File: src/rtl/bst_pkg.sv
package bst_pkg;

  typedef enum logic [2:0] {
    OP_NONE = 3'd0,
    OP_ACT  = 3'd1,
    OP_RD   = 3'd2,
    OP_WR   = 3'd3,
    OP_PRE  = 3'd4,
    OP_REF  = 3'd5
  } op_e;

  typedef enum logic [1:0] {
    ERR_NONE      = 2'd0,
    ERR_IDLE_ACC  = 2'd1,
    ERR_ACT_CONF  = 2'd2,
    ERR_REF_BUSY  = 2'd3
  } err_e;

endpackage

File: src/rtl/bst_cmd_decode.sv
module bst_cmd_decode #(
  parameter int BANK_AW = 3,
  localparam int NB = 1 << BANK_AW
) (
  input  logic               cmd_valid,
  input  logic [2:0]         cmd_op,
  input  logic [BANK_AW-1:0] cmd_bank,
  input  logic               cmd_a10,
  output logic               is_act,
  output logic               is_rw,
  output logic               is_pre,
  output logic               is_ref,
  output logic [NB-1:0]      bank_sel,
  output logic [NB-1:0]      pre_mask
);
  import bst_pkg::*;

  always_comb begin
    is_act = 1'b0;
    is_rw  = 1'b0;
    is_pre = 1'b0;
    is_ref = 1'b0;
    if (cmd_valid) begin
      case (cmd_op)
        OP_ACT:        is_act = 1'b1;
        OP_RD, OP_WR:  is_rw  = 1'b1;
        OP_PRE:        is_pre = 1'b1;
        OP_REF:        is_ref = 1'b1;
        default: ;
      endcase
    end
  end

  // one-hot bank select
  genvar g;
  generate
    for (g = 0; g < NB; g++) begin : g_sel
      assign bank_sel[g] = (cmd_bank == BANK_AW'(g));
    end
  endgenerate

  // with a10 set, the bank address plays no part in a precharge
  always_comb begin
    if (cmd_a10) pre_mask = '1;
    else         pre_mask = bank_sel;
  end

endmodule

File: src/rtl/bst_bank_slot.sv
module bst_bank_slot #(
  parameter int TRP_W = 6
) (
  input  logic             clk,
  input  logic             rst_n,
  input  logic             act_go,
  input  logic             pre_go,
  input  logic [TRP_W-1:0] trp_load,
  output logic             open_o,
  output logic             ready_o,
  output logic             counting_o
);
  logic             open_q;
  logic [TRP_W-1:0] cnt_q;
  logic             close_now;

  // only an open bank is closed; an idle bank keeps its countdown
  assign close_now = pre_go && open_q;

  always_ff @(posedge clk) begin
    if (!rst_n) begin
      open_q <= 1'b0;
      cnt_q  <= '0;
    end else begin
      if (act_go)         open_q <= 1'b1;
      else if (close_now) open_q <= 1'b0;

      if (close_now)          cnt_q <= trp_load;
      else if (cnt_q != '0)   cnt_q <= cnt_q - TRP_W'(1);
    end
  end

  assign open_o     = open_q;
  assign counting_o = (cnt_q != '0);
  assign ready_o    = !open_q && (cnt_q == '0);

  a_r7_count_down: assert property (@(posedge clk) disable iff (!rst_n)
    (cnt_q != '0 && !close_now) |=> (cnt_q == $past(cnt_q) - TRP_W'(1)));

  a_r8_open_no_count: assert property (@(posedge clk) disable iff (!rst_n)
    open_q |-> (cnt_q == '0));

  a_r2_act_opens: assert property (@(posedge clk) disable iff (!rst_n)
    act_go |=> open_q);

  a_r3_close_loads: assert property (@(posedge clk) disable iff (!rst_n)
    close_now |=> (!open_q && cnt_q == $past(trp_load)));

endmodule

File: src/rtl/bst_rule_check.sv
module bst_rule_check #(
  parameter int NB = 8
) (
  input  logic          is_act,
  input  logic          is_rw,
  input  logic          is_ref,
  input  logic [NB-1:0] bank_sel,
  input  logic [NB-1:0] open_vec,
  input  logic [NB-1:0] ready_vec,
  input  logic          idle_now,
  output logic [NB-1:0] act_go,
  output logic          err_hit,
  output logic [1:0]    err_kind
);
  import bst_pkg::*;

  logic sel_open, sel_ready;

  assign sel_open  = |(bank_sel & open_vec);
  assign sel_ready = |(bank_sel & ready_vec);
  assign act_go    = {NB{is_act}} & bank_sel & ready_vec;

  always_comb begin
    err_hit  = 1'b0;
    err_kind = ERR_NONE;
    if (is_rw && !sel_open) begin
      err_hit  = 1'b1;
      err_kind = ERR_IDLE_ACC;
    end else if (is_act && !sel_ready) begin
      err_hit  = 1'b1;
      err_kind = ERR_ACT_CONF;
    end else if (is_ref && !idle_now) begin
      err_hit  = 1'b1;
      err_kind = ERR_REF_BUSY;
    end
  end

  // at most one command class is active at once
  always_comb begin
    a_r10_one_class: assert ($countones({is_act, is_rw, is_ref}) <= 1);
  end

endmodule

File: src/rtl/bank_state_tracker.sv
module bank_state_tracker #(
  parameter int BANK_AW = 3,
  parameter int TRP_W   = 6,
  localparam int NB     = 1 << BANK_AW
) (
  input  logic               clk,
  input  logic               rst_n,
  input  logic [TRP_W-1:0]   trp_cycles,
  input  logic               cmd_valid,
  input  logic [2:0]         cmd_op,
  input  logic [BANK_AW-1:0] cmd_bank,
  input  logic               cmd_a10,
  output logic [NB-1:0]      bank_open,
  output logic               all_idle,
  output logic               err_flag,
  output logic [1:0]         err_code
);
  import bst_pkg::*;

  logic          is_act, is_rw, is_pre, is_ref;
  logic [NB-1:0] bank_sel, pre_mask;
  logic [NB-1:0] open_vec, ready_vec, counting_vec, act_go;
  logic [TRP_W-1:0] trp_eff, trp_load;
  logic          err_hit;
  logic [1:0]    err_kind;
  logic          err_q;
  logic [1:0]    code_q;
  logic          idle_now;

  // a zero delay is treated as one cycle; the slot counts the remainder
  assign trp_eff  = (trp_cycles == '0) ? TRP_W'(1) : trp_cycles;
  assign trp_load = trp_eff - TRP_W'(1);

  bst_cmd_decode #(.BANK_AW(BANK_AW)) u_dec (
    .cmd_valid (cmd_valid),
    .cmd_op    (cmd_op),
    .cmd_bank  (cmd_bank),
    .cmd_a10   (cmd_a10),
    .is_act    (is_act),
    .is_rw     (is_rw),
    .is_pre    (is_pre),
    .is_ref    (is_ref),
    .bank_sel  (bank_sel),
    .pre_mask  (pre_mask)
  );

  genvar g;
  generate
    for (g = 0; g < NB; g++) begin : g_bank
      bst_bank_slot #(.TRP_W(TRP_W)) u_slot (
        .clk        (clk),
        .rst_n      (rst_n),
        .act_go     (act_go[g]),
        .pre_go     (is_pre && pre_mask[g]),
        .trp_load   (trp_load),
        .open_o     (open_vec[g]),
        .ready_o    (ready_vec[g]),
        .counting_o (counting_vec[g])
      );
    end
  endgenerate

  assign idle_now = !(|open_vec) && !(|counting_vec);

  bst_rule_check #(.NB(NB)) u_rules (
    .is_act    (is_act),
    .is_rw     (is_rw),
    .is_ref    (is_ref),
    .bank_sel  (bank_sel),
    .open_vec  (open_vec),
    .ready_vec (ready_vec),
    .idle_now  (idle_now),
    .act_go    (act_go),
    .err_hit   (err_hit),
    .err_kind  (err_kind)
  );

  always_ff @(posedge clk) begin
    if (!rst_n) begin
      err_q  <= 1'b0;
      code_q <= ERR_NONE;
    end else begin
      err_q  <= err_hit;
      code_q <= err_kind;
    end
  end

  assign bank_open = open_vec;
  assign all_idle  = idle_now;
  assign err_flag  = err_q;
  assign err_code  = code_q;

  a_r11_flag_code: assert property (@(posedge clk) disable iff (!rst_n)
    err_flag == (err_code != 2'd0));

  a_r4_pre_all: assert property (@(posedge clk) disable iff (!rst_n)
    (cmd_valid && cmd_op == OP_PRE && cmd_a10) |=> (bank_open == '0));

  a_r5_rw_idle: assert property (@(posedge clk) disable iff (!rst_n)
    (cmd_valid && (cmd_op == OP_RD || cmd_op == OP_WR) && !bank_open[cmd_bank])
      |=> (err_flag && err_code == ERR_IDLE_ACC));

  a_r6_act_open_stable: assert property (@(posedge clk) disable iff (!rst_n)
    (cmd_valid && cmd_op == OP_ACT && bank_open[cmd_bank])
      |=> ($stable(bank_open) && err_code == ERR_ACT_CONF));

  a_r9_ref_no_change: assert property (@(posedge clk) disable iff (!rst_n)
    (cmd_valid && cmd_op == OP_REF) |=> $stable(bank_open));

  a_r10_invalid_quiet: assert property (@(posedge clk) disable iff (!rst_n)
    (!cmd_valid) |=> (!err_flag && $stable(bank_open)));

endmodule

File: config.mk
export PLATFORM = sky130hd
export DESIGN_NAME = bank_state_tracker
export DESIGN_NICKNAME = d
export VERILOG_FILES = /design/src/rtl/bst_pkg.sv /design/src/rtl/bst_cmd_decode.sv /design/src/rtl/bst_bank_slot.sv /design/src/rtl/bst_rule_check.sv /design/src/rtl/bank_state_tracker.sv
export SDC_FILE = /design/constraint.sdc
export NUM_CORES = 1
export LEC_CHECK = 0
export BUFFER_PORTS_ARGS = -buffer_cell sky130_fd_sc_hd__buf_4
export CORE_ASPECT_RATIO = 1.1
export CORE_UTILIZATION = 50
export DETAILED_ROUTE_END_ITERATION = 7
export PLACE_DENSITY = 0.68
export SYNTH_ARGS = -nofsm -noshare
export SYNTH_HDL_FRONTEND = slang
export SYNTH_SLANG_ARGS = --single-unit
File: constraint.sdc
create_clock -name clk -period 5.6 [get_ports clk]
set_input_delay 0.56 -clock clk [delete_from_list [all_inputs] [get_ports clk]]
set_output_delay 0.56 -clock clk [all_outputs]
set_load 0.02 [all_outputs]
==> run metrics, run 1 <==
synthesized instance count 485; synthesis-to-finish area growth 9.17%; CP Data Required Time 5.84 ns; initial antenna violation count 0; first-pass GRT wire length 14400 µm; drt drc 0; clk_lat worst skew 0.35 ns; Critical Path AT 3.09 ns; Mapped Area 3790 µm²; post-synthesis sequential area ratio 31.1%; hpwl dp 6070 µm; Longest Clk Path Bufs 2; most common cell after layout, fill and taps aside dfxtp_1; cts bufs inserted 9; CTS H-tree depth 3; Layout Nets 526; Setup Fix Bufs, Post-CTS 0; CTS tree built; n_diodes 0; critical path launch point type primary input; layout cells sized above 1 10.2%; total die area 7940 µm²; Worst Max-Slew Pin Slew 0.914 ns; Slew Viols, Final 0; vias 3297; Final Critical Period 2.85 ns; fillcell total 663; MaxCap Viol Count 0; IO Port Bufs 27; final setup fails 0; crit path capture type flop; most frequent cells in the layout dfxtp_1 (59), nor2_1 (54), nand2_1 (49), buf_4 (27), nand3_1 (23); Pwr Density 556 nW/µm²; critical path fanouts, max 9; worst setup margin 2.75 ns; Starting DRT DRC Count 126; clock net sink count 59; peak supply drop 0.000254 V; I/O pins 28; Post-CTS Hold Buffers 0; WL per Instance 15.2 µm; die height 93.3 µm; Chip Width 85.0 µm; #FFs+latches synth 59; power consumption 2.30 mW; critical path class primary input to flop; row count 32; post-place setup slack 2.35 ns; Hold Fails Final Rpt 0; post-route antenna net violation count 0; fmax 351 MHz; number of library cell types mapped by synthesis 48; LEAKAGE 1.82 nW; RSZ-0062 raised after global routing no; worst hold path type flop to flop; Post-synth top flop dfxtp_1; post-CTS sizing 0; synthesis warning total 0; Post-Syn Nets 518; GPL Wtd Cong 0.861; fin crit share 50.9%; CTS clk-pin slew, worst paths 0.06 ns; relative slew slack 38.8%; Initial Utilization 52.9%; WL final 8880 µm; number of global-route vias before repair 3040; Overflow after GRT 0; setup TNS 0 ns; Syn Area/Cell 7.82 µm²; CTS root buffer clkbuf_8; DRT Pass-1 Iters 4; largest net degree at the start of global routing 61; Finished Core Util 57.8%; clk_skew 0.00650 ns; core area 7170 µm²; Synth async-reset ratio 0%; Vias per Instance 5.66; gr usage total 23.4%; number of enable flip-flop cells after synthesis 0; status finished clean
## worst max-delay path, stage by stage
cell and delay [ns]:
buf_4 0.12, or4_4 0.56, o21ai_2 0.45, inv_1 0.09, ha_1 0.23, xnor2_1 0.68
o21ai_0 0.21, and2_1 0.20
## cells in the mapped netlist, types with 6 or more instances
library cell  number  area, µm²
o21ai_0           11       55.1
buf_2              7       35.0
buf_4              8       60.1
o21a_1            17        128
nand3_1           23        115
a21oi_1           16       80.1
nor2b_1           20        125
xor2_1            15        131
o22ai_1            6       37.5
and3_1            12       75.1
inv_1             21       78.8
nand2_1           49        184
xnor2_1           21        184
nor2_1            54        203
o211a_1            7       70.1
dfxtp_1           59       1180
nor4_1             9       56.3
nand2b_1           6       37.5
nor3_1            12       60.1
clkbuf_1          14       52.6
and2_1            19        119
o211ai_1           8       60.1
ha_1              17        213
## layer usage
layer / global-route usage [%] / share of wire (%) / wire length, µm
met3: 4.15 / 5.4 / 477
met4: 10.2 / 1.8 / 158
met2: 40.3 / 47 / 4180
met1: 28.4 / 46 / 4070
met5: 0 / 0 / 0
## through the flow
stage | cells | cell area, µm² | hold slack (ns)
floorplan | 485 | 3790 | 0.511
finish | 583 | 4140 | 0.573
global route | 583 | 4140 | 0.606
detailed placement | 567 | 3950 | 0.559
CTS | 583 | 4140 | 0.569
global placement | 567 | 3950 | 0.556
## cell type report
| cell class | instances | area [µm²] | area share (%) |
|---|---|---|---|
| timing repair buffer | 27 | 203 | 4.90 |
| clock buffer | 15 | 186 | 4.50 |
| tap | 85 | 106 | 2.57 |
| inverter | 21 | 78.8 | 1.90 |
| multi-input combinational | 375 | 2380 | 57.5 |
| clock inverter | 1 | 5.00 | 0.121 |
| sequential | 59 | 1180 | 28.5 |
## final timing paths
check | start | endpoint | slack, ns | depth (start not counted)
min reg2reg | g_bank[1].u_slot.open_o | g_bank[1].u_slot.open_o | 0.57 | 2
max | trp_cycles[1] | g_bank[6].u_slot.cnt_q[2] | 2.75 | 8
max reg2reg | g_bank[3].u_slot.cnt_q[0] | err_flag | 3.48 | 7
min | g_bank[1].u_slot.open_o | g_bank[1].u_slot.open_o | 0.57 | 2
## power by group
group / leakage [nW] / switching [mW] / total (mW) / internal, mW
combinational: 1.23 / 0.622 / 1.23 / 0.606
clock: 0.0997 / 0.165 / 0.374 / 0.209
sequential: 0.487 / 0.129 / 0.701 / 0.571
total: 1.82 / 0.917 / 2.30 / 1.39
## flip-flops by register name, indices dropped and copies added (netlist names)
name and cells:
g_bank.u_slot.open_o 8, g_bank.u_slot.cnt_q 48, err_code 2, err_flag 1
## cell families (layout without fill, tap and decap cells)
| kind of cell | after synthesis | after routing | synth area share [%] |
|---|---|---|---|
| AOI/OAI and AO/OA | 85 | 85 | 15.5 |
| xor gates and xnor gates | 37 | 37 | 8.74 |
| adders and majority gates | 17 | 17 | 5.61 |
| buffers and inverters | 51 | 64 | 6.10 |
| DFF | 59 | 59 | 31.1 |
| muxes | 5 | 5 | 1.32 |
| and+or+nand+nor | 231 | 231 | 31.6 |
Power figures use the tool's default switching activity.
==> inputs of run 2 (changes only) <==
--- a/config.mk
+++ b/config.mk
@@ -5,6 +5,7 @@
 export SDC_FILE = /design/constraint.sdc
 export NUM_CORES = 1
 export LEC_CHECK = 0
+export ABC_AREA = 1
 export BUFFER_PORTS_ARGS = -buffer_cell sky130_fd_sc_hd__buf_4
 export CORE_ASPECT_RATIO = 1.1
 export CORE_UTILIZATION = 50
==> constraint.sdc (replaced) <==
create_clock -name clk -period 2.65 [get_ports clk]
set_input_delay 0.265 -clock clk [delete_from_list [all_inputs] [get_ports clk]]
set_output_delay 0.265 -clock clk [all_outputs]
set_load 0.02 [all_outputs]
==> run 2 against run 1 <==
  * Sequential power is 97% higher
  * Synthesized area is 3.7% lower
  * Cell area is 1.0% lower
  * Global-route usage is 2.1 points higher
  * First-iteration DRC count is 65% higher
  * Worst hold slack worse by 0.31 ns
  * Count of clock-buffer cells in the layout is 3 lower
  * Final cell count is 14% higher
  * Highest routed layer unchanged
==> run metrics, run 2 <==
largest net degree at the start of global routing 34 (was 61); non-filler cells in the finished layout 666 (was 583); Worst path top cell family by delay simple AND/OR/NAND/NOR gates (unchanged); Initial Utilization 51.8% (was 52.9%); Longest Clk Path Bufs 2 (unchanged); critical path's largest stage delay 0.43 ns (was 0.68 ns); total die area 7650 µm² (was 7940 µm²); Placed Area 3940 µm² (was 3950 µm²); relative slew slack 39.7% (was 38.8%); CP cell instances inv_1 > ha_1 > nand2_1 > nor2_1 > nand3_1 > nor3_1 > buf_4 (was buf_4 > or4_4 > o21ai_2 > inv_1 > ha_1 > xnor2_1 > o21ai_0 > and2_1); number of enable flip-flop cells after synthesis 0 (unchanged); synthesis-to-finish area growth 12.2% (was 9.17%); synthesized instance count 545 (was 485); clk_skew 0.00806 ns (was 0.00650 ns); DRT Pass-1 Iters 5 (was 4); Hold Fails Final Rpt 0 (unchanged); number of library cell types mapped by synthesis 31 (was 48); most common cell after layout, fill and taps aside nand2_1 (was dfxtp_1); Critical Path AT 2.00 ns (was 3.09 ns); cts bufs inserted 9 (unchanged); part of the power in the clock network 16.4% (was 16.2%); WL per Instance 13.3 µm (was 15.2 µm); Finished Core Util 58.1% (was 57.8%); fmax 441 MHz; worst hold path type primary input to flop (was flop to flop); critical path launch point type flop (was primary input); RSZ-0062 raised after global routing no (unchanged); CP Data Required Time 2.38 ns (was 5.84 ns); Slew Viols, Final 0 (unchanged); first-pass GRT wire length 15400 µm (was 14400 µm); fin crit share 85.5%; Synth area leader dfxtp_1 (unchanged); I/O pins 28 (unchanged); LEAKAGE 1.92 nW (was 1.82 nW); critical path class flop to output port (was primary input to flop); core area 7050 µm² (was 7170 µm²); CTS tree built (unchanged); Post-CTS Hold Buffers 0 (unchanged); Biggest register g_bank.u_slot.cnt_q (unchanged); Chip Width 83.5 µm (was 85.0 µm); n_diodes 0 (unchanged); fin area 4100 µm² (was 4140 µm²); initial antenna violation count 0 (unchanged); CTS H-tree depth 3 (unchanged); Post-Syn Nets 578 (was 518); Vias per Instance 5.25 (was 5.66); clk_lat worst skew 0.34 ns (was 0.35 ns); post-CTS sizing 0 (unchanged); combinational power share 51.4% (was 53.3%); sequential share of power 32.2% (was 30.4%); Layout Nets 610 (was 526); hpwl dp 6420 µm (was 6070 µm); Post-synth top flop dfxtp_1 (unchanged); Synth top area share 32.3% (was 31.1%); Synth top cells by count nand2_1 (105), nor2_1 (98), inv_1 (62) (was dfxtp_1 (59), nor2_1 (54), nand2_1 (49)); layout cells sized above 1 11.4% (was 10.2%); final setup fails 0 (unchanged); row count 32 (unchanged); Overflow after GRT 0 (unchanged); critical path fanouts, max 8 (was 9); GPL Wtd Cong 0.922 (was 0.861); top-count cell post-synth nand2_1 (was dfxtp_1); Area contributors post-synth dfxtp_1 (32%), nand2_1 (11%), nor2_1 (10%) (was dfxtp_1 (31%), ha_1 (5.6%), nor2_1 (5.3%)); Psw 1.83 mW (was 917 µW); WL final 8870 µm (was 8880 µm); Slowest-stage cell, CP nor2_1 (was xnor2_1); status finished clean (unchanged); number of global-route vias before repair 3366 (was 3040); vias 3495 (was 3297); P_int 2.46 mW (was 1.39 mW); placed cells 651 (was 567); Starting DRT DRC Count 208 (was 126); Mapped Area 3650 µm² (was 3790 µm²); gr usage total 25.4% (was 23.4%); clock net sink count 59 (unchanged); #FFs+latches synth 59 (unchanged); crit path capture type output port (was flop); MaxCap Viol Count 0 (unchanged); post-route antenna net violation count 0 (unchanged); Worst Max-Slew Pin Slew 0.898 ns (was 0.914 ns); post-synthesis sequential area ratio 32.3% (was 31.1%); Worst Hold Slack 0.267 ns (was 0.573 ns); Pwr Density 1050 nW/µm² (was 556 nW/µm²); setup TNS 0 ns (unchanged); IO Port Bufs 27 (unchanged); CTS clk-pin slew, worst paths 0.06 ns (about the same); die height 91.7 µm (was 93.3 µm); drt drc 0 (unchanged); Final Critical Period 2.27 ns; worst path bufs/invs 2 (unchanged); most frequent cells in the layout nand2_1 (105), nor2_1 (98), inv_1 (62), dfxtp_1 (59) (was dfxtp_1 (59), nor2_1 (54), nand2_1 (49), buf_4 (27), nand3_1 (23)); Syn Area/Cell 6.70 µm² (was 7.82 µm²); CTS root buffer clkbuf_8 (unchanged); Synth async-reset ratio 0% (unchanged); Setup Fix Bufs, Post-CTS 0 (unchanged); peak supply drop 0.000604 V (was 0.000254 V); Switching Share 42.6% (was 39.8%); Largest register FFs 48 (unchanged); synthesis warning total 0 (unchanged)
## run 2: cell type report
type / instances / area, µm²
Timing Repair Buffer: 35 / 263
Fill cell: 703 / 2950
Tap cell: 85 / 106
Clock inverter: 3 / 15.0
Inverter: 66 / 250
Multi-Input combinational cell: 406 / 2140
Clock buffer: 12 / 145
Sequential cell: 59 / 1180
## run 2: power groups by stage
stage	Sequential (mW)	Clock [mW]	Combinational [mW]
6_report	1.38	0.703	2.20
5_1_grt	1.42	0.758	2.57
4_1_cts	1.38	0.718	2.22
3_5_place_dp	1.40	0	2.19
3_3_place_gp	1.39	0	2.15
2_1_floorplan	1.36	0	1.72
## run 2: worst paths after layout
| path | slack (ns) | to | cells after the start | startpoint |
|---|---|---|---|---|
| setup / recovery | 0.38 | all_idle | 7 | g_bank[3].u_slot.cnt_q[0] |
| hold / removal | 0.27 | g_bank[2].u_slot.open_o | 4 | cmd_a10 |
| setup reg to reg | 0.79 | g_bank[3].u_slot.cnt_q[4] | 7 | g_bank[3].u_slot.cnt_q[0] |
| hold reg to reg | 0.50 | g_bank[1].u_slot.cnt_q[1] | 2 | g_bank[1].u_slot.cnt_q[1] |
## run 2: tightest hold or removal path, delay by kind of cell
| family | cells | cell delay [ns] |
|---|---|---|
| AND/OR/NAND/NOR | 1 | 0.06 |
| AO/OA/AOI/OAI | 2 | 0.12 |
| buffers and inverters | 1 | 0.10 |
## run 2: kinds of logic (layout without fill, tap and decap cells)
family	count (synthesis)	after routing	share of synthesized area, %
xor+xnor	26	26	6.23
compound gates	102	102	15.8
simple gates	261	261	30.7
buf+inv	80	116	9.18
flops	59	59	32.3
fa+ha+maj	17	17	5.82
## run 2: through the flow
| step | power (mW) | setup WS, ns |
|---|---|---|
| 2_1_floorplan | 3.07 | 0.793 |
| 3_3_place_gp | 3.55 | 0.647 |
| 3_5_place_dp | 3.59 | 0.572 |
| 4_1_cts | 4.32 | 0.353 |
| 5_1_grt | 4.75 | 0.200 |
| 6_report | 4.29 | 0.383 |
## run 2: per-layer routing
layer  part of all wire [%]  global-route usage (%)  vias up
met3                    5.6                    4.77       12
li1                       -                       -     1820
met5                      0                       0        -
met2                     47                    44.3       79
met4                    1.7                    10.0        0
met1                     45                    30.9     1584
==> inputs of run 3 (changes only) <==
--- a/config.mk
+++ b/config.mk
@@ -9,6 +9,7 @@
 export BUFFER_PORTS_ARGS = -buffer_cell sky130_fd_sc_hd__buf_4
 export CORE_ASPECT_RATIO = 1.1
 export CORE_UTILIZATION = 50
+export CTS_CLUSTER_DIAMETER = 60
 export DETAILED_ROUTE_END_ITERATION = 7
 export PLACE_DENSITY = 0.68
 export SYNTH_ARGS = -nofsm -noshare
==> constraint.sdc (replaced) <==
create_clock -name clk -period 2.65 [get_ports clk]
set_input_delay 0.1325 -clock clk [delete_from_list [all_inputs] [get_ports clk]]
set_output_delay 0.1325 -clock clk [all_outputs]
set_load 0.02 [all_outputs]
==> run 3 against run 2 <==
  * Via count increased by 1.9%
  * Utilization up 0.27 points
  * Count of clock-buffer cells in the layout rose by 1
  * Global-route usage down 0.29 points
  * Combinational power barely moved
  * Clock power grew 7.4%
  * Routed wire length rose by 0.69%
  * Cell area grew 0.46%
  * Flip-flop and latch count unchanged
  * Fmax rose by 5.4%
  * Critical endpoint unchanged
  * Largest cell class unchanged
==> run metrics, run 3 (synthesis gave the netlist of run 2 again) <==
Slew Viols, Final 0 (unchanged); n_diodes 0 (unchanged); Starting DRT DRC Count 202 (was 208); fmax 465 MHz (was 441 MHz); RSZ-0062 raised after global routing no (unchanged); part of the power in the clock network 17.5% (was 16.4%); post-CTS sizing 0 (unchanged); Largest register FFs 48 (unchanged); first-pass GRT wire length 15300 µm (was 15400 µm); sequential share of power 32.2% (about the same); fillcell total 685 (was 703); Setup Fix Bufs, Post-CTS 0 (unchanged); Longest Clk Path Bufs 2 (unchanged); critical path's largest stage delay 0.45 ns (was 0.43 ns); CTS clk-pin slew, worst paths 0.06 ns (about the same); critical path class flop to output port (unchanged); clk_lat worst skew 0.34 ns (about the same); reg-to-reg critical path startpoint g_bank[6].u_slot.cnt_q[0] (was g_bank[3].u_slot.cnt_q[0]); critical path launch point type flop (unchanged); cts bufs inserted 9 (unchanged); WL final 8930 µm (was 8870 µm); clock net sink count 59 (unchanged); most common cell after layout, fill and taps aside nand2_1 (unchanged); CP cell instances inv_1 > ha_1 > nand2_1 > nor2_1 > nand4_1 > nor3_1 > buf_4 (was inv_1 > ha_1 > nand2_1 > nor2_1 > nand3_1 > nor3_1 > buf_4); Overflow after GRT 0 (unchanged); CTS root buffer clkbuf_8 (unchanged); worst hold path type primary input to flop (unchanged); Switching Share 41.9% (was 42.6%); final setup fails 0 (unchanged); row count 32 (unchanged); setup TNS 0 ns (unchanged); Vias per Instance 5.35 (was 5.25); Slowest-stage cell, CP nor2_1 (unchanged); clk_skew 0.00619 ns (was 0.00806 ns); FF-to-FF setup slack 0.78 ns (was 0.79 ns); reg2reg end err_flag (was g_bank[3].u_slot.cnt_q[4]); r2r worst-path depth 11 (was 7); core area 7050 µm² (unchanged); IO Port Bufs 27 (unchanged); status finished clean (unchanged); fin area 4120 µm² (was 4100 µm²); Worst Max-Slew Pin Slew 0.920 ns (was 0.898 ns); GPL Wtd Cong 0.926 (was 0.922); Placed Area 3940 µm² (unchanged); post-place setup slack 0.656 ns (was 0.572 ns); most frequent cells in the layout nand2_1 (105), nor2_1 (98), inv_1 (62), dfxtp_1 (59) (unchanged); Final Critical Period 2.15 ns (was 2.27 ns); peak supply drop 0.000714 V (was 0.000604 V); layout cells sized above 1 11.5% (was 11.4%); CP Data Required Time 2.52 ns (was 2.38 ns); number of global-route vias before repair 3384 (was 3366); I/O pins 28 (unchanged); initial antenna violation count 0 (unchanged); hold depth 4 (unchanged); critical path fanouts, max 8 (unchanged); fin crit share 81.1% (was 85.5%); DRT Pass-1 Iters 5 (unchanged); relative slew slack 38.2% (was 39.7%); MaxCap Viol Count 0 (unchanged); Layout Nets 610 (unchanged); CTS H-tree depth 3 (unchanged); WL per Instance 13.4 µm (was 13.3 µm); synthesis-to-finish area growth 12.7% (was 12.2%); die height 91.7 µm (unchanged); crit path capture type output port (unchanged); hpwl dp 6480 µm (was 6420 µm); drt drc 0 (unchanged); gr usage total 25.1% (was 25.4%); total die area 7650 µm² (unchanged); vias 3562 (was 3495); worst setup margin 0.500 ns (was 0.383 ns); post-route antenna net violation count 0 (unchanged); largest net degree at the start of global routing 34 (unchanged); Chip Width 83.5 µm (unchanged); P_int 2.50 mW (was 2.46 mW); Finished Core Util 58.4% (was 58.1%); Post-CTS Hold Buffers 0 (unchanged); LEAKAGE 1.93 nW (was 1.92 nW); Pwr Density 1050 nW/µm² (about the same); Hold Crit Start cmd_a10 (unchanged); Psw 1.80 mW (was 1.83 mW); Biggest register g_bank.u_slot.cnt_q (unchanged); Hold Fails Final Rpt 0 (unchanged); combinational power share 50.3% (was 51.4%); Critical Path AT 2.02 ns (was 2.00 ns); CTS tree built (unchanged); hold endpoint g_bank[2].u_slot.open_o (unchanged); Initial Utilization 51.8% (unchanged)
==> run 3: changes by cell type in the layout (fill, tap and decap cells not counted) <==
cell | before | now
clkbuf_8 | 10 | 12
clkinv_2 | 5 | 4
clkbuf_1 | 2 | 1
==> run 3: routing by layer <==
layer  vias up  track usage [%]  share of wire, %
met5         -                0                 0
li1       1831                -                 -
met1      1615             31.9                46
met2        97             42.9                47
met3        19             3.78               4.8
met4         0             10.0               2.1
==> run 3: final cells by class <==
class                   count  area (µm²)  area share (%)
multi-input cells         406        2140            51.9
flip-flops and latches     59        1180            28.7
repair buffers             35         263            6.38
inverters                  66         250            6.08
clock buffers              13         169            4.10
well taps                  85         106            2.58
clock inverters             2        10.0           0.243
==> run 3: critical path, delay by kind of cell (launching register included) <==
family | cells | cell delay, ns
buffers and inverters | 2 | 0.30
AND/OR/NAND/NOR | 4 | 0.89
flip-flops | 1 | 0.32
adder cells (fa/ha/maj) | 1 | 0.16
==> run 3: power by group through the flow <==
stage,clock (mW),sequential [mW],combinational [mW]
CTS,0.772,1.38,2.17
global route,0.806,1.42,2.52
detailed placement,0,1.40,2.16
global placement,0,1.39,2.10
finish,0.755,1.38,2.17
floorplan,0,1.36,1.72
==> run 3: worst max path at each step <==
| stage | end | start | slack, ns | depth (start not counted) |
|---|---|---|---|---|
| floorplan | g_bank[1].u_slot.cnt_q[2] | trp_cycles[1] | 0.93 | 8 |
| global placement | g_bank[0].u_slot.cnt_q[4] | trp_cycles[1] | 0.78 | 10 |
| detailed placement | g_bank[0].u_slot.cnt_q[4] | trp_cycles[1] | 0.66 | 10 |
| CTS | all_idle | g_bank[6].u_slot.cnt_q[0] | 0.48 | 7 |
| global route | all_idle | g_bank[6].u_slot.cnt_q[0] | 0.26 | 7 |
| finish | all_idle | g_bank[6].u_slot.cnt_q[0] | 0.50 | 7 |
==> run 3: per-stage QoR <==
step	hold slack (ns)	std cells	total power, mW
2_1_floorplan	0.278	545	3.07
3_3_place_gp	0.452	651	3.49
3_5_place_dp	0.464	651	3.55
4_1_cts	0.0988	666	4.32
5_1_grt	0.160	666	4.75
6_report	0.120	666	4.30
